===== src/rtl/mesi_pkg.sv =====
package mesi_pkg;

  typedef enum logic [1:0] {
    ST_I = 2'b00,
    ST_S = 2'b01,
    ST_E = 2'b10,
    ST_M = 2'b11
  } line_st_e;

  typedef enum logic [1:0] {
    BC_RD   = 2'b00,
    BC_RDX  = 2'b01,
    BC_WB   = 2'b10,
    BC_NONE = 2'b11
  } bus_cmd_e;

  typedef enum logic [1:0] {
    PH_IDLE  = 2'b00,
    PH_EVICT = 2'b01,
    PH_FILL  = 2'b10
  } phase_e;

endpackage


===== src/rtl/mesi_rst_sync.sv =====
module mesi_rst_sync (
  input  logic clk,
  input  logic rst_n,
  output logic rst_q
);
  logic [1:0] sync_q;

  always_ff @(posedge clk or negedge rst_n) begin
    if (!rst_n) sync_q <= 2'b00;
    else        sync_q <= {sync_q[0], 1'b1};
  end

  assign rst_q = sync_q[1];
endmodule


===== src/rtl/mesi_line_store.sv =====
module mesi_line_store
  import mesi_pkg::*;
#(
  parameter int SETS  = 4,
  parameter int TAG_W = 6,
  localparam int IDX_W = (SETS > 1) ? $clog2(SETS) : 1
) (
  input  logic             clk,
  input  logic             rst_n,
  // port A: processor side, read and local update
  input  logic [IDX_W-1:0] a_idx,
  output line_st_e         a_st,
  output logic [TAG_W-1:0] a_tag,
  input  logic             a_we,
  input  line_st_e         a_st_nx,
  input  logic             a_tag_we,
  input  logic [TAG_W-1:0] a_tag_nx,
  // port B: snoop side, read and state update
  input  logic [IDX_W-1:0] b_idx,
  output line_st_e         b_st,
  output logic [TAG_W-1:0] b_tag,
  input  logic             b_we,
  input  line_st_e         b_st_nx
);
  line_st_e         st_q  [SETS];
  logic [TAG_W-1:0] tag_q [SETS];

  for (genvar s = 0; s < SETS; s++) begin : g_set
    localparam logic [IDX_W-1:0] SI = IDX_W'(s);
    logic     a_sel, b_sel, st_en;
    line_st_e st_d;

    always_comb begin
      a_sel = a_we && (a_idx == SI);
      b_sel = b_we && (b_idx == SI);
      st_en = a_sel || b_sel;
      st_d  = a_sel ? a_st_nx : b_st_nx;
    end

    always_ff @(posedge clk or negedge rst_n) begin
      if (!rst_n)     st_q[s] <= ST_I;
      else if (st_en) st_q[s] <= st_d;
    end

    always_ff @(posedge clk) begin
      if (a_tag_we && (a_idx == SI)) tag_q[s] <= a_tag_nx;
    end
  end

  assign a_st  = st_q[a_idx];
  assign a_tag = tag_q[a_idx];
  assign b_st  = st_q[b_idx];
  assign b_tag = tag_q[b_idx];


  one_writer_chk: assert property (@(posedge clk) disable iff (!rst_n)
    !(a_we && b_we && (a_idx == b_idx)));

endmodule


===== src/rtl/mesi_snoop_resp.sv =====
module mesi_snoop_resp
  import mesi_pkg::*;
#(
  parameter int TAG_W = 6
) (
  input  logic             snp_valid,
  input  logic [1:0]       snp_cmd,
  input  logic [TAG_W-1:0] snp_tag,
  input  line_st_e         line_st,
  input  logic [TAG_W-1:0] line_tag,
  output logic             shr_out,
  output logic             flush,
  output logic             upd_we,
  output line_st_e         upd_st
);
  bus_cmd_e cmd;
  logic     match, is_rd, is_rdx;

  always_comb begin
    cmd     = bus_cmd_e'(snp_cmd);
    is_rd   = (cmd == BC_RD);
    is_rdx  = (cmd == BC_RDX);
    match   = snp_valid && (line_st != ST_I) && (line_tag == snp_tag);
    shr_out = match && is_rd;
    flush   = match && (line_st == ST_M) && (is_rd || is_rdx);
    upd_we  = match && (is_rd || is_rdx);
    upd_st  = is_rdx ? ST_I : ST_S;
  end
endmodule


===== src/rtl/mesi_ctrl_fsm.sv =====
module mesi_ctrl_fsm
  import mesi_pkg::*;
#(
  parameter int TAG_W = 6,
  parameter int IDX_W = 2
) (
  input  logic             clk,
  input  logic             rst_n,
  input  logic             cpu_req,
  input  logic             cpu_wr,
  input  logic [IDX_W-1:0] cpu_idx,
  input  logic [TAG_W-1:0] cpu_tag,
  input  line_st_e         st_a,
  input  logic [TAG_W-1:0] tag_a,
  input  logic             snp_valid,
  input  logic [IDX_W-1:0] snp_idx,
  input  logic             bus_gnt,
  input  logic             bus_shr_in,
  output logic             cpu_done,
  output logic             cpu_hit,
  output logic             bus_req,
  output bus_cmd_e         bus_cmd,
  output logic [TAG_W+IDX_W-1:0] bus_addr,
  output logic             loc_we,
  output line_st_e         loc_st,
  output logic             loc_tag_we
);
  phase_e ph_q, ph_d;
  logic   valid_match, snp_clash, local_ok;

  always_comb begin
    valid_match = (st_a != ST_I) && (tag_a == cpu_tag);
    snp_clash   = snp_valid && (snp_idx == cpu_idx);
    local_ok    = valid_match && (!cpu_wr || (st_a == ST_E) || (st_a == ST_M));
  end

  always_comb begin
    ph_d       = ph_q;
    cpu_done   = 1'b0;
    cpu_hit    = 1'b0;
    bus_req    = 1'b0;
    bus_cmd    = BC_NONE;
    bus_addr   = {cpu_tag, cpu_idx};
    loc_we     = 1'b0;
    loc_st     = st_a;
    loc_tag_we = 1'b0;
    unique case (ph_q)
      PH_IDLE: begin
        if (cpu_req && !snp_clash) begin
          if (local_ok) begin
            cpu_done = 1'b1;
            cpu_hit  = 1'b1;
            if (cpu_wr && (st_a == ST_E)) begin
              loc_we = 1'b1;
              loc_st = ST_M;
            end
          end else if (!valid_match && (st_a == ST_M)) begin
            ph_d = PH_EVICT;
          end else begin
            ph_d = PH_FILL;
          end
        end
      end
      PH_EVICT: begin
        if (st_a == ST_M) begin
          bus_req  = 1'b1;
          bus_cmd  = BC_WB;
          bus_addr = {tag_a, cpu_idx};
          if (bus_gnt) begin
            loc_we = 1'b1;
            loc_st = ST_I;
            ph_d   = PH_FILL;
          end
        end else begin
          ph_d = PH_FILL;
        end
      end
      PH_FILL: begin
        bus_req = 1'b1;
        bus_cmd = cpu_wr ? BC_RDX : BC_RD;
        if (bus_gnt) begin
          loc_we     = 1'b1;
          loc_tag_we = 1'b1;
          loc_st     = cpu_wr ? ST_M : (bus_shr_in ? ST_S : ST_E);
          cpu_done   = 1'b1;
          ph_d       = PH_IDLE;
        end
      end
      default: ph_d = PH_IDLE;
    endcase
  end

  always_ff @(posedge clk or negedge rst_n) begin
    if (!rst_n) ph_q <= PH_IDLE;
    else        ph_q <= ph_d;
  end


  clash_stall_chk: assert property (@(posedge clk) disable iff (!rst_n)
    (ph_q == PH_IDLE && cpu_req && snp_valid && snp_idx == cpu_idx) |-> !cpu_done);


  wb_clears_line_chk: assert property (@(posedge clk) disable iff (!rst_n)
    (bus_req && bus_gnt && bus_cmd == BC_WB) |-> ##1 (st_a != ST_M));


  fill_done_chk: assert property (@(posedge clk) disable iff (!rst_n)
    (bus_req && bus_gnt && bus_cmd != BC_WB) |-> (cpu_done && !cpu_hit));

endmodule


===== src/rtl/mesi_cache_ctrl.sv =====
module mesi_cache_ctrl
  import mesi_pkg::*;
#(
  parameter int ADDR_W = 8,
  parameter int SETS   = 4
) (
  input  logic              clk,
  input  logic              rst_n,
  input  logic              cpu_req,
  input  logic              cpu_wr,
  input  logic [ADDR_W-1:0] cpu_addr,
  output logic              cpu_done,
  output logic              cpu_hit,
  output logic              bus_req,
  output logic [1:0]        bus_cmd,
  output logic [ADDR_W-1:0] bus_addr,
  input  logic              bus_gnt,
  input  logic              bus_shr_in,
  input  logic              snp_valid,
  input  logic [1:0]        snp_cmd,
  input  logic [ADDR_W-1:0] snp_addr,
  output logic              snp_shr_out,
  output logic              snp_flush
);
  localparam int IDX_W = (SETS > 1) ? $clog2(SETS) : 1;
  localparam int TAG_W = ADDR_W - IDX_W;

  logic             rst_q;
  logic [IDX_W-1:0] cpu_idx, snp_idx;
  logic [TAG_W-1:0] cpu_tag, snp_tag;
  line_st_e         st_a, st_b, loc_st, upd_st;
  logic [TAG_W-1:0] tag_a, tag_b;
  logic             loc_we, loc_tag_we, upd_we;
  bus_cmd_e         cmd_e;

  assign cpu_idx = cpu_addr[IDX_W-1:0];
  assign cpu_tag = cpu_addr[ADDR_W-1:IDX_W];
  assign snp_idx = snp_addr[IDX_W-1:0];
  assign snp_tag = snp_addr[ADDR_W-1:IDX_W];
  assign bus_cmd = cmd_e;

  mesi_rst_sync u_rst (
    .clk   (clk),
    .rst_n (rst_n),
    .rst_q (rst_q)
  );

  mesi_line_store #(.SETS(SETS), .TAG_W(TAG_W)) u_store (
    .clk      (clk),
    .rst_n    (rst_q),
    .a_idx    (cpu_idx),
    .a_st     (st_a),
    .a_tag    (tag_a),
    .a_we     (loc_we),
    .a_st_nx  (loc_st),
    .a_tag_we (loc_tag_we),
    .a_tag_nx (cpu_tag),
    .b_idx    (snp_idx),
    .b_st     (st_b),
    .b_tag    (tag_b),
    .b_we     (upd_we),
    .b_st_nx  (upd_st)
  );

  mesi_snoop_resp #(.TAG_W(TAG_W)) u_snoop (
    .snp_valid (snp_valid),
    .snp_cmd   (snp_cmd),
    .snp_tag   (snp_tag),
    .line_st   (st_b),
    .line_tag  (tag_b),
    .shr_out   (snp_shr_out),
    .flush     (snp_flush),
    .upd_we    (upd_we),
    .upd_st    (upd_st)
  );

  mesi_ctrl_fsm #(.TAG_W(TAG_W), .IDX_W(IDX_W)) u_fsm (
    .clk        (clk),
    .rst_n      (rst_q),
    .cpu_req    (cpu_req),
    .cpu_wr     (cpu_wr),
    .cpu_idx    (cpu_idx),
    .cpu_tag    (cpu_tag),
    .st_a       (st_a),
    .tag_a      (tag_a),
    .snp_valid  (snp_valid),
    .snp_idx    (snp_idx),
    .bus_gnt    (bus_gnt),
    .bus_shr_in (bus_shr_in),
    .cpu_done   (cpu_done),
    .cpu_hit    (cpu_hit),
    .bus_req    (bus_req),
    .bus_cmd    (cmd_e),
    .bus_addr   (bus_addr),
    .loc_we     (loc_we),
    .loc_st     (loc_st),
    .loc_tag_we (loc_tag_we)
  );


  hit_quiet_chk: assert property (@(posedge clk) disable iff (!rst_q)
    (cpu_done && cpu_hit) |-> !bus_req);


  owned_write_repeat_chk: assert property (@(posedge clk) disable iff (!rst_q)
    (cpu_done && cpu_hit && cpu_wr) ##1
    (cpu_req && cpu_wr && cpu_addr == $past(cpu_addr) && !snp_valid)
    |-> (cpu_done && cpu_hit));


  rd_flush_once_chk: assert property (@(posedge clk) disable iff (!rst_q)
    (snp_valid && snp_cmd == 2'b00 && snp_flush) ##1
    (snp_valid && snp_addr == $past(snp_addr)) |-> !snp_flush);


  rdx_flush_gone_chk: assert property (@(posedge clk) disable iff (!rst_q)
    (snp_valid && snp_cmd == 2'b01 && snp_flush) ##1
    (snp_valid && snp_addr == $past(snp_addr)) |-> (!snp_flush && !snp_shr_out));


  wb_snoop_quiet_chk: assert property (@(posedge clk) disable iff (!rst_q)
    (snp_valid && snp_cmd == 2'b10) |-> (!snp_flush && !snp_shr_out));


  shr_needs_rd_chk: assert property (@(posedge clk) disable iff (!rst_q)
    snp_shr_out |-> (snp_valid && snp_cmd == 2'b00));

endmodule


===== config.mk =====
export PLATFORM = sky130hd
export DESIGN_NAME = mesi_cache_ctrl
export DESIGN_NICKNAME = d
export VERILOG_FILES = /design/src/rtl/mesi_pkg.sv /design/src/rtl/mesi_rst_sync.sv /design/src/rtl/mesi_line_store.sv /design/src/rtl/mesi_snoop_resp.sv /design/src/rtl/mesi_ctrl_fsm.sv /design/src/rtl/mesi_cache_ctrl.sv
export SDC_FILE = /design/constraint.sdc
export NUM_CORES = 1
export LEC_CHECK = 0
export CORE_MARGIN = 2
export CORE_UTILIZATION = 30
export DETAILED_ROUTE_END_ITERATION = 8
export GPL_TIMING_DRIVEN = 0
export SYNTH_ARGS = -nofsm -noshare
export SYNTH_HDL_FRONTEND = slang
export SYNTH_SLANG_ARGS = --single-unit

===== constraint.sdc =====
create_clock -name clk -period 2.4 [get_ports clk]
set_input_delay 0.48 -clock clk [delete_from_list [all_inputs] [get_ports clk]]
set_output_delay 0.48 -clock clk [all_outputs]
set_load 0.01 [all_outputs]

; ---- Word-level counts from Yosys, hierarchy flattened
; Memory sizes are Yosys's and may differ from the RTL's.
; Index checks and enable logic that the tools add are counted.
[op_classes]
order_cmp = 2
n_eq_ne = 19
muxes = 62
bitwise = 2
n_reduce_logical = 44
[op_table]
columns = operator, n
row1 = two-way mux 2 bit, 25
row2 = logical AND 1 bit, 24
row3 = two-way mux 1 bit, 24
row4 = two-way mux 6 bit, 3
row5 = OR reduction 6 bit, 3
row6 = equality test 2 bit (second input constant), 8
row7 = two-way mux 8 bit, 2
row8 = equality test 6 bit, 2
row9 = case mux 2 bit (3 select lines), 2
row10 = binary-select mux 2 bit (select 2 bit), 2
row11 = equality test 2 x 1 -> 1 bit (second input constant), 4
row12 = logical NOT 2 bit, 4
row13 = logical OR 1 bit, 7
row14 = greater-or-equal comparator 3 bit (second input constant), 2
row15 = NOT 2 -> 3 bit, 2
row16 = != test 2 bit (second input constant), 2
row17 = case mux 1 bit (2 select lines), 2
row18 = case mux 2 bit (2 select lines), 1
row19 = AND reduction 4 bit, 1
row20 = nonzero test 2 bit, 2
row21 = logical NOT 1 bit, 3
row22 = != test 3 bit (second input constant), 1
row23 = case mux 1 bit (3 select lines), 1
row24 = equality test 2 bit, 1
row25 = != test 2 x 1 -> 1 bit (second input constant), 1
[totals]
reg_bits = 12
ramBits = 24
input_bits = 25
out_inout_bits = 15
elab_cells = 136
n_memories = 1
[memory_table]
columns = memory, words, word_bits, rd, rd_clocked_by_memory_dff, wr, line_no
row1 = u_store.tag_q, 4, 6, 2, 0, 1, mesi_line_store.sv:26  ; logic [TAG_W-1:0] tag_q [SETS];

; ---- Longest topological paths before layout
[depth]
word_depth = 13
mapped_depth = 8
ltp_nobuf = 8

; ---- By module
; From an unflattened synthesis, not the netlist that was laid out.
[unflattened]
hier_cells = 178
area_unflattened_um2 = 2294.7
[by_module_without_submodules]
columns = mod, instances, cells_each, area_per_inst_um2, seq_area_each_um2
row1 = mesi_line_store, 1, 90, 1589.0, 920.9
row2 = mesi_ctrl_fsm, 1, 68, 535.5, 50.0
row3 = mesi_snoop_resp, 1, 17, 116.4, 0.0
row4 = mesi_rst_sync, 1, 3, 53.8, 50.0

; ---- Least setup slack after synthesis
; No wires, ideal clock.
[synth_path]
kind = input to output
start = in cpu_addr[0]
end = out cpu_done
arrival_ns = 2.049
required_ns = 1.920
setup_slack_ns = -0.129
path_stages = 7
n_path_buf = 1
cell_sequence = buf_6 mux4_1 xnor2_2 o2111ai_2 nor2_1 and2_1 nand2b_1
[synth_via]
elab_chain_cells = 11
elab_cells_between_ends = 20
cone_classes = eq/ne: 4 / mux: 6 / bitwise: 1 / reduce/logical: 8 / memory: 1
[synth_lines]
columns = item, line_no
row1 = start: declaration, mesi_cache_ctrl.sv:11  ; input logic [ADDR_W-1:0] cpu_addr,
row2 = NOT 2 -> 3 bit (not written as such), mesi_line_store.sv:50  ; assign a_st = st_q[a_idx];
row3 = binary-select mux 2 bit (select 2 bit), mesi_line_store.sv:50
row4 = two-way mux 2 bit (not written as such) (2 in a row), mesi_line_store.sv:50
row5 = equality test 2 bit, mesi_ctrl_fsm.sv:34  ; local_ok = valid_match && (!cpu_wr || (st_a == ST_E) || (st_a == ST_M));
row6 = logical OR 1 bit (2 in a row), mesi_ctrl_fsm.sv:34
row7 = logical AND 1 bit, mesi_ctrl_fsm.sv:34
row8 = two-way mux 1 bit, mesi_ctrl_fsm.sv:50  ; if (local_ok) begin
row9 = two-way mux 1 bit (*), mesi_ctrl_fsm.sv:49  ; if (cpu_req && !snp_clash) begin
row10 = case mux 1 bit (2 select lines) (*), mesi_ctrl_fsm.sv:47  ; unique case (ph_q)
row11 = end: declaration, mesi_cache_ctrl.sv:12  ; output logic cpu_done,
; Mark *: on every way between the ends. The rest lies on a longest branch, timed or not. The select of a mux whose other input is x is not followed.

==> results.yml <==
outcome:
  outcome: "finished, violations left"
  violations: "negative setup slack"
worst_setup_path:
  crit_start: "u_store.tag_q[3][1]"
  cp-start-kind: "flop"
  cp_cell_sequence: "mux4_2, xnor2_2, nand4_1, or3_4, nor2_2, buf_2"
  crit_fanout: 3
  max_stage_delay_ps: 510
  crit_type: "flop to output port"
  arrival_ps: 2120
  r2r-start: "u_store.st_q[3]"
  worst_path_max_delay_cell: "mux4_2"
  cp.required_ps: 1920
  worst_setup_path_end_kind: "output port"
sta:
  fmax_mhz: 384
  final_max_slew_viol_count: 0
  finalHoldViolations: 0
  min_period_ps: 2600
  tightest_slew_ps: 644
  rsz0062_at_grt: "true"
  setup_slack_ps: -203
  period_share: 1.08
  finClkSkew_ps: 10.7
  slew_headroom: 0.569
  setup-tns-final_ps: -1120
  setup_viol: 10
cells_and_area:
  diodes: 0
  fill_cells: 695
  post-route-util: 0.442
  area_delta_synth_final_pct: 44.0
  multi_input_area_sq_um: 1440
  design_area_sq_um: 3400
  nets: 277
  seqCellArea_sq_um: 1020
  drive_gt1_frac: 0.464
power_and_ir_drop:
  p_per_area_nw_per_um2: 711
  swShare: 0.355
  ir_drop_v: 0.000227
  p_leak_nw: 1.33
  seqPwrFrac: 0.348
  power_frac_comb: 0.468
  clkPwrFrac: 0.183
  p_sw_w: 0.000857
  intPower_w: 0.00156
synthesis:
  synth-edff-count: 24
  synthCells: 178
  avgSynthCellArea_sq_um: 13.3
  synth_cell_types: 43
  synth_top_area_cell: "edfxtp_1"
  synth-async-reset-ratio: 0.333
  synth.net_count: 208
  synth_top_flop_cell: "edfxtp_1"
  synth_common_cells: "edfxtp_1 (24), mux2i_1 (13), dfrtp_1 (12), mux4_2 (12), xnor2_1 (10)"
  yosysMostFrequentCell: "edfxtp_1"
  yosys_warnings: 0
  synth_top_area_frac: 0.305
  ys_ff_latch: 36
  synthTopCellsByArea: "edfxtp_1 (31%), dfrtp_1 (13%), mux4_2 (11%)"
  seq_area_frac_synth: 0.433
  synth_area_sq_um: 2360
clocking:
  htree_levels: 2
  clock_latency_ps: 300
  numCtsBuffers: 5
  cts_buffer_depth: 2
  cts.clk_slew.worst_paths_ps: 80
  clock-root-buffer: "clkbuf_8"
  cts_tree: "built"
  hold_buffers: 0
  clock_sinks: 36
floorplanning:
  die_area_sq_um: 8590
  io_pins: 40
  initial_utilization: 0.307
  die_width_um: 92.7
  fp.dieH_um: 92.7
  coreArea_sq_um: 7690
  placementRows: 32
drt:
  vias: 1727
  vias_per_cell: 4.93
  drt-initial-drc-count: 57
  wl_per_cell_um: 16.5
  ant_nets: 0
  firstDrtPassIters: 4
  drt_wl_total_um: 5770
  drc: 0
min_path:
  holdCritPathClass: "flop to asynchronous set/reset pin"
place:
  hpwl_um: 4080
  placed_cell_area_sq_um: 2880
  io_buffers: 37
  gp_congestion: 0.797
grt:
  antenna_found_initial: 0
  groute.usage.overall: 0.137
  grt_pass1_wl_um: 8960
  grt_max_degree: 14
  gr-total-overflow: 0
  grt_pass1_vias: 1748
job:
  max-cap-violations: 0
==> through the flow <==
stage | cells | hold slack [ps] | power [W] | worst slack (ps)
3_5_place_dp | 317 | 198 | 0.00171 | -1310
5_1_grt | 350 | 227 | 0.00256 | -286
3_3_place_gp | 317 | 196 | 0.00170 | -1290
2_1_floorplan | 178 | 121 | 0.00142 | -70.1
6_report | 350 | 184 | 0.00242 | -203
4_1_cts | 351 | 206 | 0.00237 | -230
==> final cells by class <==
cell class	instances	share of cell area
repair buffers	62	0.176
plain buffers	8	0.0280
multi-input cells	128	0.424
well taps	102	0.0376
clock inverters	3	0.00700
flip-flops and latches	36	0.300
clock buffers	5	0.0203
inverters	6	0.00663
==> worst paths after layout <==
kind | end | slack, ps | cells after the start
hold / removal | u_store.st_q[1] | 180 | 0
hold reg to reg | u_store.st_q[1] | 180 | 0
min in group clk | u_rst.sync_q[1] | 360 | 0
max in group asynchronous | u_store.st_q[0] | 1900 | 0
setup reg to reg | u_fsm.ph_q[0] | 130 | 9
setup / recovery | snp_shr_out | -200 | 6
==> routing by layer <==
layer,track usage,vias to the layer above,part of all wire
li1,-,814,-
met1,0.185,870,0.45
met2,0.230,39,0.50
met3,0.0293,4,0.041
met4,0.0257,0,0.0069
met5,0,-,0
==> cell families (layout without fill, tap and decap cells) <==
logic type	after synthesis	in the layout	synth area share
AO/OA/AOI/OAI	20	20	0.0589
XOR/XNOR	14	14	0.0647
adder cells (fa/ha/maj)	5	5	0.0265
buffers and inverters	14	84	0.0382
flip-flops	36	36	0.433
multiplexers	36	36	0.248
other	1	1	0.00159
AND/OR/NAND/NOR	52	52	0.130
==> cells in the final DEF (no fill, tap or decap), types with 3 or more instances in the layout <==
cell type,instances
inv_1,6
nor3b_2,3
o21ai_0,3
nand2_1,7
dfrtp_1,12
nor2_2,3
xnor2_2,11
nand4_1,4
buf_2,3
clkdlybuf4s50_1,23
nor3_1,5
buf_6,18
ha_1,4
nor2_1,4
nor2b_1,6
mux4_2,16
clkbuf_8,5
buf_4,20
edfxtp_1,24
o21ai_1,4
mux2_4,7
nand2b_1,4
buf_8,3
mux2i_1,13
==> sequential cells by signal, indices dropped and copies added, names as in the netlist <==
signal,flops
u_fsm.ph_q,2
u_store.st_q,8
u_store.tag_q,24
u_rst.sync_q,2
==> worst max-delay path: cells and delay by family, from the launching register on <==
kind,cells,cell delay [ps]
AND/OR/NAND/NOR,3,570
multiplexers,1,510
flip-flops,1,390
XOR/XNOR,1,240
buffers and inverters,1,120
==> repair_timing <==
action                                  in CTS  in global routing
gates resized for setup                    109                 14
endpoints found under the setup margin      26                 19
cloned                                       0                  0
buffers inserted                            26                  3
pin swaps                                   11                  8
==> power groups by stage <==
stage	logic, W	clock network, W	registers [W]
global route	0.00123	0.000482	0.000854
global placement	0.000845	0	0.000854
finish	0.00113	0.000442	0.000841
CTS	0.00107	0.000457	0.000841
floorplan	0.000586	0	0.000831
detailed placement	0.000858	0	0.000856
Note: power is estimated with default switching activity, not from simulation.
